$ cat src/rtl/pec_pkg.sv
package pec_pkg;
  localparam int unsigned BYTE_W = 8;
  localparam int unsigned FLAG_DEV = 0;
  localparam int unsigned FLAG_CRC = 1;
  localparam int unsigned FLAG_CFG = 2;
  localparam int unsigned NUM_FLAGS = 3;

  typedef logic [BYTE_W-1:0] byte_t;

  typedef enum logic [1:0] {
    MODE_OFF      = 2'd0,
    MODE_AUTO     = 2'd1,
    MODE_MANUAL   = 2'd2,
    MODE_CONFLICT = 2'd3
  } pec_mode_e;

  // Byte-wide CRC step: fold the whole byte into the remainder, then shift
  // out one bit per iteration, most significant first.
  function automatic byte_t crc_step(byte_t acc, byte_t din, byte_t poly);
    byte_t r;
    r = acc ^ din;
    for (int i = 0; i < int'(BYTE_W); i++) begin
      if (r[BYTE_W-1]) r = (r << 1) ^ poly;
      else             r = r << 1;
    end
    return r;
  endfunction

  function automatic pec_mode_e decode_mode(logic auto_on, logic man_on);
    pec_mode_e m;
    case ({auto_on, man_on})
      2'b10:   m = MODE_AUTO;
      2'b01:   m = MODE_MANUAL;
      2'b11:   m = MODE_CONFLICT;
      default: m = MODE_OFF;
    endcase
    return m;
  endfunction
endpackage

$ cat src/rtl/pec_crc_accum.sv
module pec_crc_accum
  import pec_pkg::*;
#(
  parameter byte_t POLY = 8'h07,
  parameter byte_t INIT = 8'h00
) (
  input  logic  clk,
  input  logic  rst_n,
  input  logic  reseed,
  input  logic  upd,
  input  byte_t din,
  output byte_t seed,
  output byte_t crc_q
);
  byte_t acc_r;
  byte_t nxt;

  // A reseed in the same cycle as a byte makes that byte the first one.
  assign seed = reseed ? INIT : acc_r;
  assign nxt  = crc_step(seed, din, POLY);

  always_ff @(posedge clk or negedge rst_n) begin
    if (!rst_n)      acc_r <= INIT;
    else if (upd)    acc_r <= nxt;
    else if (reseed) acc_r <= INIT;
  end

  assign crc_q = acc_r;
endmodule

$ cat src/rtl/pec_flag_bank.sv
module pec_flag_bank #(
  parameter int unsigned N = 3
) (
  input  logic         clk,
  input  logic         rst_n,
  input  logic [N-1:0] set_i,
  input  logic [N-1:0] clr_i,
  output logic [N-1:0] flag_q
);
  for (genvar g = 0; g < N; g++) begin : g_flag
    logic q;
    always_ff @(posedge clk or negedge rst_n) begin
      if (!rst_n)        q <= 1'b0;
      else if (set_i[g]) q <= 1'b1;   // set outranks clear
      else if (clr_i[g]) q <= 1'b0;
    end
    assign flag_q[g] = q;
  end
endmodule

$ cat src/rtl/pec_ctrl.sv
module pec_ctrl
  import pec_pkg::*;
(
  input  pec_mode_e mode,
  input  logic      byte_vld,
  input  logic      byte_rx,
  input  logic      byte_last,
  input  byte_t     byte_data,
  input  byte_t     seed,
  output logic      acc_upd,
  output logic      check_evt,
  output logic      mismatch_evt,
  output logic      append_req,
  output logic      conflict_evt
);
  logic auto_on;

  assign auto_on      = (mode == MODE_AUTO) || (mode == MODE_CONFLICT);
  // The received PEC byte itself is compared, not folded in.
  assign acc_upd      = byte_vld && auto_on && !(byte_rx && byte_last);
  assign check_evt    = byte_vld && auto_on && byte_rx && byte_last;
  assign mismatch_evt = check_evt && (byte_data != seed);
  assign append_req   = byte_vld && !byte_rx && byte_last &&
                        ((mode == MODE_AUTO) || (mode == MODE_MANUAL));
  assign conflict_evt = (mode == MODE_CONFLICT);
endmodule

$ cat src/rtl/pec_engine.sv
module pec_engine
  import pec_pkg::*;
#(
  parameter byte_t POLY = 8'h07,
  parameter byte_t INIT = 8'h00
) (
  input  logic                 clk,
  input  logic                 rst_n,
  input  logic                 auto_en,
  input  logic                 manual_pec_en,
  input  logic [BYTE_W-1:0]    sw_pec_data,
  input  logic                 start_evt,
  input  logic                 byte_vld,
  input  logic                 byte_rx,
  input  logic                 byte_last,
  input  logic [BYTE_W-1:0]    byte_data,
  input  logic [NUM_FLAGS-1:0] status_clr,
  output logic [BYTE_W-1:0]    pec_byte,
  output logic                 pec_append,
  output logic                 dev_err,
  output logic                 crc_err,
  output logic                 cfg_conflict
);
  pec_mode_e            mode;
  byte_t                seed;
  byte_t                crc_q_w;
  logic                 acc_upd;
  logic                 check_evt;
  logic                 mismatch_evt;
  logic                 append_req;
  logic                 conflict_evt;
  logic [NUM_FLAGS-1:0] flag_set;
  logic [NUM_FLAGS-1:0] flag_q;
  logic                 append_r;

  assign mode = decode_mode(auto_en, manual_pec_en);

  pec_crc_accum #(.POLY(POLY), .INIT(INIT)) u_accum (
    .clk    (clk),
    .rst_n  (rst_n),
    .reseed (start_evt),
    .upd    (acc_upd),
    .din    (byte_data),
    .seed   (seed),
    .crc_q  (crc_q_w)
  );

  pec_ctrl u_ctrl (
    .mode         (mode),
    .byte_vld     (byte_vld),
    .byte_rx      (byte_rx),
    .byte_last    (byte_last),
    .byte_data    (byte_data),
    .seed         (seed),
    .acc_upd      (acc_upd),
    .check_evt    (check_evt),
    .mismatch_evt (mismatch_evt),
    .append_req   (append_req),
    .conflict_evt (conflict_evt)
  );

  always_comb begin
    flag_set           = '0;
    flag_set[FLAG_DEV] = mismatch_evt;
    flag_set[FLAG_CRC] = mismatch_evt;
    flag_set[FLAG_CFG] = conflict_evt;
  end

  pec_flag_bank #(.N(NUM_FLAGS)) u_flags (
    .clk    (clk),
    .rst_n  (rst_n),
    .set_i  (flag_set),
    .clr_i  (status_clr),
    .flag_q (flag_q)
  );

  always_ff @(posedge clk or negedge rst_n) begin
    if (!rst_n) append_r <= 1'b0;
    else        append_r <= append_req;
  end

  assign pec_byte     = (mode == MODE_MANUAL) ? sw_pec_data : crc_q_w;
  assign pec_append   = append_r;
  assign dev_err      = flag_q[FLAG_DEV];
  assign crc_err      = flag_q[FLAG_CRC];
  assign cfg_conflict = flag_q[FLAG_CFG];
endmodule

$ cat config.mk
export PLATFORM = sky130hd
export DESIGN_NAME = pec_engine
export DESIGN_NICKNAME = d
export VERILOG_FILES = /design/src/rtl/pec_pkg.sv /design/src/rtl/pec_crc_accum.sv /design/src/rtl/pec_flag_bank.sv /design/src/rtl/pec_ctrl.sv /design/src/rtl/pec_engine.sv
export SDC_FILE = /design/constraint.sdc
export NUM_CORES = 1
export LEC_CHECK = 0
export BUFFER_PORTS_ARGS = -buffer_cell sky130_fd_sc_hd__buf_2
export CAP_MARGIN = 25
export CORE_MARGIN = 1
export CORE_UTILIZATION = 47
export CTS_CLUSTER_DIAMETER = 50
export CTS_CLUSTER_SIZE = 20
export DETAILED_ROUTE_END_ITERATION = 8
export GPL_ROUTABILITY_DRIVEN = 0
export PLACE_DENSITY = 0.79
export SYNTH_ARGS = -nofsm -noshare
export SYNTH_HDL_FRONTEND = slang
export SYNTH_SLANG_ARGS = --single-unit
export TNS_END_PERCENT = 100
$ cat constraint.sdc
create_clock -name clk -period 2.1 [get_ports clk]
set_input_delay 0.21 -clock clk [delete_from_list [all_inputs] [get_ports clk]]
set_output_delay 0.21 -clock clk [all_outputs]
set_load 0.05 [all_outputs]
# Word-level counts from Yosys, hierarchy flattened
# Index checks and enable logic that the tools add are counted.
# totals
ff_bits	12
output_inout_bits	12
in_bits	27
# classes
n_mux	18
n_bitwise	9
n_reduce_logical	16
eq_ne	7
# op_table
op	count
$mux 3	8
$mux 8	3
$not 3->3	8
$logic_and 1x1->1	9
$eq 2x2->1 const B	4
$ne 8x8->1	1
$xor 8x8->8	1
$mux 1	6
$pmux 2 s3	1
$reduce_bool 2->1	3
$eq 2x1->1 const B	2
$logic_not 1->1	2
$logic_or 1x1->1	2

# Depth between registers and ports, before layout
# Gate-level depths: netlist of the first run.
# logic_depth
word_depth	19
depth_mapped	6

# Modules after synthesis
# Synthesis of the first run repeated with hierarchy kept, for this count alone.
# hier_totals
cells_unflattened	114
area_unflattened_um2	1129.8
# by_module_without_submodules
module	n_inst	area_per_inst_um2	cells_per_inst
pec_crc_accum	1	655.6	70
pec_engine	1	177.7	13
pec_ctrl	1	165.2	19
pec_flag_bank	1	131.4	12

# Least setup slack after synthesis of the first run
# No wires, ideal clock.
# synth_timing
kind	register -> register
start	reg u_accum.acc_r[3] (netlist: u_accum.crc_q[3])
end	reg u_accum.acc_r[3] (netlist: u_accum.crc_q[3])
setup_ps	125
arrival_ps	1417
path_stages_with_launch	6
synth_period_minus_slack_ps	1541
path_buffers	0
setup_slack_ps	559
cell_sequence	dfrtp_1 > nor2b_1 > xnor2_1 > ha_1 > xnor2_1 > mux2_2
# synth_between
elab_chain_cells	8
# synth_lines
element	line_no	rtl
start: declaration	pec_crc_accum.sv:15	byte_t acc_r;
start signal: assignment	pec_crc_accum.sv:24	else if (upd) acc_r <= nxt;
$mux 8 (*)	--	
$xor 8x8->8	pec_pkg.sv:21	r = acc ^ din;
$mux 3	pec_pkg.sv:23	if (r[BYTE_W-1]) r = (r << 1) ^ poly;
$not 3->3 (no source line)	--	
$mux 3	pec_pkg.sv:23	
$not 3->3 (no source line)	--	
$mux 3	pec_pkg.sv:23	
$mux 8 (*)	pec_crc_accum.sv:24	
# Mark *: on every way between the ends. The rest lies on a longest branch, timed or not.
# A chain may end at the register's enable or synchronous reset.

# Final worst setup path of the first run
# Ends and elaborated chain as after synthesis.

==> impl_metrics.toml, run 1 <==
[outcome]
status = "finished, final reports clean"

[finish]
finalNonFillerCells = 155
seq_area_um2 = 300
share_of_post_route_cells_with_drive_strength_above_1 = 0.431
finish.utilization = 0.665
area_of_combinational_cells_with_multiple_inputs_um2 = 629
layout_overhead_on_the_synthesized_area_pct = 27.1
antenna_diode_instance_count = 0
postLayoutCellArea_um2 = 1210
layout.nets = 165
n_fill_cell = 164

[worst_setup_path]
critPathLaunchType = "flop"
timing.critical_path.to_type = "flop"
path_max_fanout = 3
arrival_time_worst_endpoint_ns = 1.83
crit_type = "reg -> reg"
required_time_of_the_critical_path_ns = 2.26

[sta]
fmax_mhz = 600
worst_slack_ns = 0.433
slew_viol_final = 0
fin_crit_sh = 0.794
period_minus_slack_ns = 1.67
hold_viol_final = 0
slew_headroom = 0.720
sum_of_negative_setup_slack_ns = 0
setup_violations = 0
least_margin_pin_slew_ns = 0.420
rsz0062_at_grt = "no"
finalClockSkew_ns = 0.00879
fin_worst_hold_slack_ns = 0.122

[cts]
cts_tree = "built"
ctsLongestPathBuffers = 2
clock_latency_ns = 0.27
cts-buffers-inserted = 3
clkTransAtPathRegs_ns = 0.08
clock_tree.htree_level_count = 1
cts_root_buf = "sky130_fd_sc_hd__clkbuf_4"
numClockSinks = 12
cts.repair_timing.setup_buffer_count = 0

[synth]
synth_sequential_area_ratio = 0.315
synthDominantCellAreaShare = 0.315
postSynthCellCount = 88
synthesis.area_um2 = 952
yosysUniqueCellTypes = 22
mappedNetlistNets = 121
synth.ff_latch_count = 12
ys.warnings.count = 0
synthTopCellsByArea = "sky130_fd_sc_hd__dfrtp_1 32%, sky130_fd_sc_hd__xnor2_1 18%, sky130_fd_sc_hd__mux2_2 13%"
syn-mean-instance-area_um2 = 10.8
yosys.area.top_type = "sky130_fd_sc_hd__dfrtp_1"

[run]
drv_cap = 0

[die]
initial_core_util = 0.523
die_area_um2 = 2210
fp.coreArea_um2 = 1820
rows = 15
die_span_x_um = 47.0
die_height_um = 47.0
pin_count = 39

[global_route]
gr-usage-all-layers = 0.196
gr-total-overflow = 0
grt_start_max_net_pins = 13
grt_pass1_vias = 724
grt_first_pass_wirelength_um = 2940
antenna_found_initial = 0

[drt]
postRouteAntennaNets = 0
avgViaCountPerCell = 4.98
initial_drc_count = 0
number_of_detailed_routing_iterations_run_before_antenna_repair = 1
num_vias = 772
detail_route.wl_per_cell_um = 11.8
drcViolationCount = 0
postRouteWirelength_um = 1830

[power]
power-per-cell-area_nw_per_um2 = 802
total_power_mw = 0.970
peakVddDrop_uv = 469
leakagePower_nw = 0.643

[placed_design]
dp_slack_ns = 0.423
place_hpwl_um = 1470
numPlacedInstances = 151
port_buffers = 38
total_placed_instance_area_um2 = 1180

[worst_hold_path]
timing.hold.worst.class = "in -> reg"
## metal layers
metal  up-vias  GRT usage  part of all wire
met2        25      0.350              0.50
met4         0      0.126             0.019
met3         4     0.0385             0.049
met1       366      0.209              0.43
met5         -          0                 0
li1        377          -                 -
## cell usage in the layout (no fill, tap or decap), drive strengths merged
cell type    count
mux2            11
xnor3            2
a21o             3
and2b            2
dlygate4sd3      1
nand2b           2
nor2b            6
nor3             1
dfrtp           12
xor2             2
a31oi            1
buf             39
xnor2           22
nand2            4
o21ai            2
clkbuf           3
inv              5
o2111ai          1
and3             1
ha               6
o211ai           1
nor2             3
## final timing paths
| kind | slack (ns) | from | to | cells after the start |
|---|---|---|---|---|
| min in group asynchronous | 0.34 | rst_n | pec_append$_DFF_PN0_ | 2 |
| max reg2reg | 0.43 | u_accum.crc_q[3]$_DFF_PN0_ | u_accum.crc_q[3]$_DFF_PN0_ | 5 |
| min | 0.12 | byte_rx | pec_append$_DFF_PN0_ | 2 |
| max | 0.43 | u_accum.crc_q[3]$_DFF_PN0_ | u_accum.crc_q[3]$_DFF_PN0_ | 5 |
| max in group asynchronous | 1.53 | rst_n | u_accum.crc_q[7]$_DFF_PN0_ | 2 |
| min reg2reg | 0.48 | u_flags.g_flag[2].q$_DFFE_PN0P_ | u_flags.g_flag[2].q$_DFFE_PN0P_ | 1 |
## cell usage after synthesis, drive strengths merged
library cell and instances:
a21o 3, a31oi 1, and2b 2, and3 1, clkbuf 1, dfrtp 12
ha 6, inv 5, mux2 11, nand2 4, nand2b 2, nor2 3
nor2b 6, nor3 1, o2111ai 1, o211ai 1, o21ai 2, xnor2 22
xnor3 2, xor2 2
## worst max-delay path, cell delays in order, from the launching register on
cell	delay, ns
sky130_fd_sc_hd__dfrtp_1	0.38
sky130_fd_sc_hd__nor2b_1	0.15
sky130_fd_sc_hd__xnor2_1	0.33
sky130_fd_sc_hd__ha_1	0.31
sky130_fd_sc_hd__xnor2_1	0.13
sky130_fd_sc_hd__mux2_2	0.26
## flip-flops by register name, indices dropped and copies added (netlist names)
name	cells
pec_append	1
u_accum.crc_q	8
u_flags.g_flag.q	3
## kinds of logic (layout without fill, tap and decap cells)
logic type	after synthesis	after routing	synth area share
multiplexers	11	11	0.130
XOR/XNOR	26	26	0.284
AO/OA/AOI/OAI	8	8	0.0578
buffers and inverters	6	48	0.0237
flip-flops	12	12	0.315
AND/OR/NAND/NOR	19	19	0.110
adder cells (fa/ha/maj)	6	6	0.0788
## cell type report
cell class	instances	share of cell area
timing repair buffer	40	0.172
multi-input combinational	70	0.520
clock buffer	3	0.0186
inverter	5	0.0155
sequential	12	0.248
tap	25	0.0259
## what timing repair did
item / in CTS / in global routing
resized for setup: 0 / 0
hold buffers: 1 / 0
hold endpoints to repair: 12 / 0
endpoints found under the setup margin: 0 / 0
## where the power goes
part | switching [mW] | total [mW] | internal [mW] | leakage, nW
sequential | 0.0257 | 0.296 | 0.270 | 0.160
clock | 0.0752 | 0.142 | 0.0663 | 0.0138
combinational | 0.293 | 0.533 | 0.239 | 0.469
Note: power is estimated with default switching activity, not from simulation.
==> run 2: changes to the inputs <==
Clock period 2.1 ns to 1.6 ns, I/O delays scaled along.
==> run 2 against run 1 <==
Against the previous run:
- the flow now finishes with violations (setup timing)
- sequential power increased by 31%
- highest routed layer unchanged
- clock skew shrank 0.0080 ns
- power increased by 46%
- non-clock buffer count up 9
- global-route usage is 0.97 points higher
- sequential share of layout area down 2.0 points
==> impl_metrics.toml, run 2 (synthesis gave the netlist of run 1 again) <==
[drt]
avgViaCountPerCell = 4.85
initial_drc_count = 5
postRouteAntennaNets = 0
num_vias = 800
number_of_detailed_routing_iterations_run_before_antenna_repair = 4
postRouteWirelength_um = 1930
detail_route.wl_per_cell_um = 11.7
drcViolationCount = 0

[cts]
clkTransAtPathRegs_ns = 0.08
ctsLongestPathBuffers = 2
numClockSinks = 12
cts_root_buf = "sky130_fd_sc_hd__clkbuf_4"
cts-buffers-inserted = 3
clock_tree.htree_level_count = 1
clock_latency_ns = 0.28
cts_tree = "built"

[worst_setup_path]
crit_type = "reg -> reg"
arrival_time_worst_endpoint_ns = 1.84
path_max_fanout = 2
required_time_of_the_critical_path_ns = 1.80
critPathLaunchType = "flop"
timing.critical_path.to_type = "flop"

[worst_hold_path]
timing.hold.worst.class = "in -> reg"

[sta]
worst_slack_ns = -0.0324
slew_viol_final = 0
hold_viol_final = 0
sum_of_negative_setup_slack_ns = -0.0324
fmax_mhz = 613
setup_violations = 1
least_margin_pin_slew_ns = 0.289
finalClockSkew_ns = 0.000809
rsz0062_at_grt = "yes"
slew_headroom = 0.807
fin_crit_sh = 1.02
period_minus_slack_ns = 1.63

[global_route]
gr-usage-all-layers = 0.206
grt_start_max_net_pins = 13
gr-total-overflow = 0
grt_first_pass_wirelength_um = 3110
grt_pass1_vias = 746
antenna_found_initial = 0

[finish]
layout_overhead_on_the_synthesized_area_pct = 38.2
layout.cells.most_common = "sky130_fd_sc_hd__buf_2"
share_of_post_route_cells_with_drive_strength_above_1 = 0.486
layout.nets = 174
final_cell_mix = "38 x sky130_fd_sc_hd__buf_2, 19 x sky130_fd_sc_hd__xnor2_1, 12 x sky130_fd_sc_hd__dfrtp_1, 11 x sky130_fd_sc_hd__mux2_2, 10 x sky130_fd_sc_hd__buf_4"
largest_register_ffs = 8
antenna_diode_instance_count = 0

[die]
die_span_x_um = 47.0
die_area_um2 = 2210
die_height_um = 47.0
rows = 15
fp.coreArea_um2 = 1820
initial_core_util = 0.523
pin_count = 39

[placed_design]
port_buffers = 38
place_hpwl_um = 1500
dp_slack_ns = 0.0161

[outcome]
violations_in_the_final_reports = "setup timing"
status = "complete, but fails checks"

[power]
leakagePower_nw = 0.704
power-per-cell-area_nw_per_um2 = 1080
peakVddDrop_uv = 673

[run]
drv_cap = 0
[run 2: cell count changes in the layout (fill, tap and decap cells not counted)]
cell	delta
sky130_fd_sc_hd__buf_4	+9
sky130_fd_sc_hd__clkbuf_8	+1
sky130_fd_sc_hd__ha_1	-1
sky130_fd_sc_hd__ha_4	+1
sky130_fd_sc_hd__nor2b_2	-1
sky130_fd_sc_hd__nor2b_4	+1
sky130_fd_sc_hd__xnor2_1	-1
sky130_fd_sc_hd__xnor2_2	+1
[run 2: where the power goes]
part | internal [mW] | switching (mW)
logic | 0.377 | 0.409
registers | 0.355 | 0.0325
clock network | 0.139 | 0.107
[run 2: layout make-up]
type	instances	area (um^2)
multi-input combinational	70	654
fill	130	504
sequential	12	300
timing repair buffer	49	275
clock buffer	4	36.3
tap	25	31.3
inverter	5	18.8
[run 2: timing repair]
item                                    in CTS  in global routing
gates resized for setup                      0                  3
endpoints found under the setup margin       1                 10
pin swaps                                    0                  6
buffers inserted                             0                  4
hold buffers                                 1                  0
hold endpoints to repair                    12                  0
[run 2: per-layer routing]
metal | global-route usage | wire length, um | vias to the layer above | share of wire
li1 | - | - | 397 | -
met1 | 0.236 | 818 | 368 | 0.42
met2 | 0.367 | 954 | 30 | 0.49
met3 | 0.0577 | 107 | 5 | 0.055
met4 | 0.0686 | 47 | 0 | 0.024
met5 | 0 | 0 | - | 0
[run 2: stage by stage]
stage	util	power (mW)	cells	hold WS [ns]	cell area, um^2
finish	0.723	1.42	165	0.0595	1320
global route	0.723	1.52	165	0.0455	1320
CTS	0.693	1.39	161	0.0520	1260
detailed placement	0.667	1.14	156	0.0584	1210
global placement	0.667	1.12	156	0.0558	1210
floorplan	-	0.951	88	-0.136	952
[run 2: path summary, 6_finish.rpt]
path                                            startpoint                               to  cells after the start  slack [ns]
hold / removal                                     byte_rx             pec_append$_DFF_PN0_                      2        0.06
min in group asynchronous                            rst_n       u_accum.crc_q[1]$_DFF_PN0_                      2        0.29
hold reg to reg            u_flags.g_flag[1].q$_DFFE_PN0P_  u_flags.g_flag[1].q$_DFFE_PN0P_                      1        0.48
max in group asynchronous                            rst_n       u_accum.crc_q[7]$_DFF_PN0_                      2        1.09
setup / recovery                u_accum.crc_q[6]$_DFF_PN0_       u_accum.crc_q[2]$_DFF_PN0_                      6       -0.03
setup reg to reg                u_accum.crc_q[6]$_DFF_PN0_       u_accum.crc_q[2]$_DFF_PN0_                      6       -0.03
[run 2: critical path, stage by stage (launching register included)]
cell and delay, ns:
sky130_fd_sc_hd__dfrtp_1 0.38, sky130_fd_sc_hd__nor2b_4 0.14, sky130_fd_sc_hd__xnor2_2 0.20, sky130_fd_sc_hd__xnor3_1 0.36, sky130_fd_sc_hd__xnor3_1 0.18, sky130_fd_sc_hd__nor2_1 0.13, sky130_fd_sc_hd__xor2_1 0.16
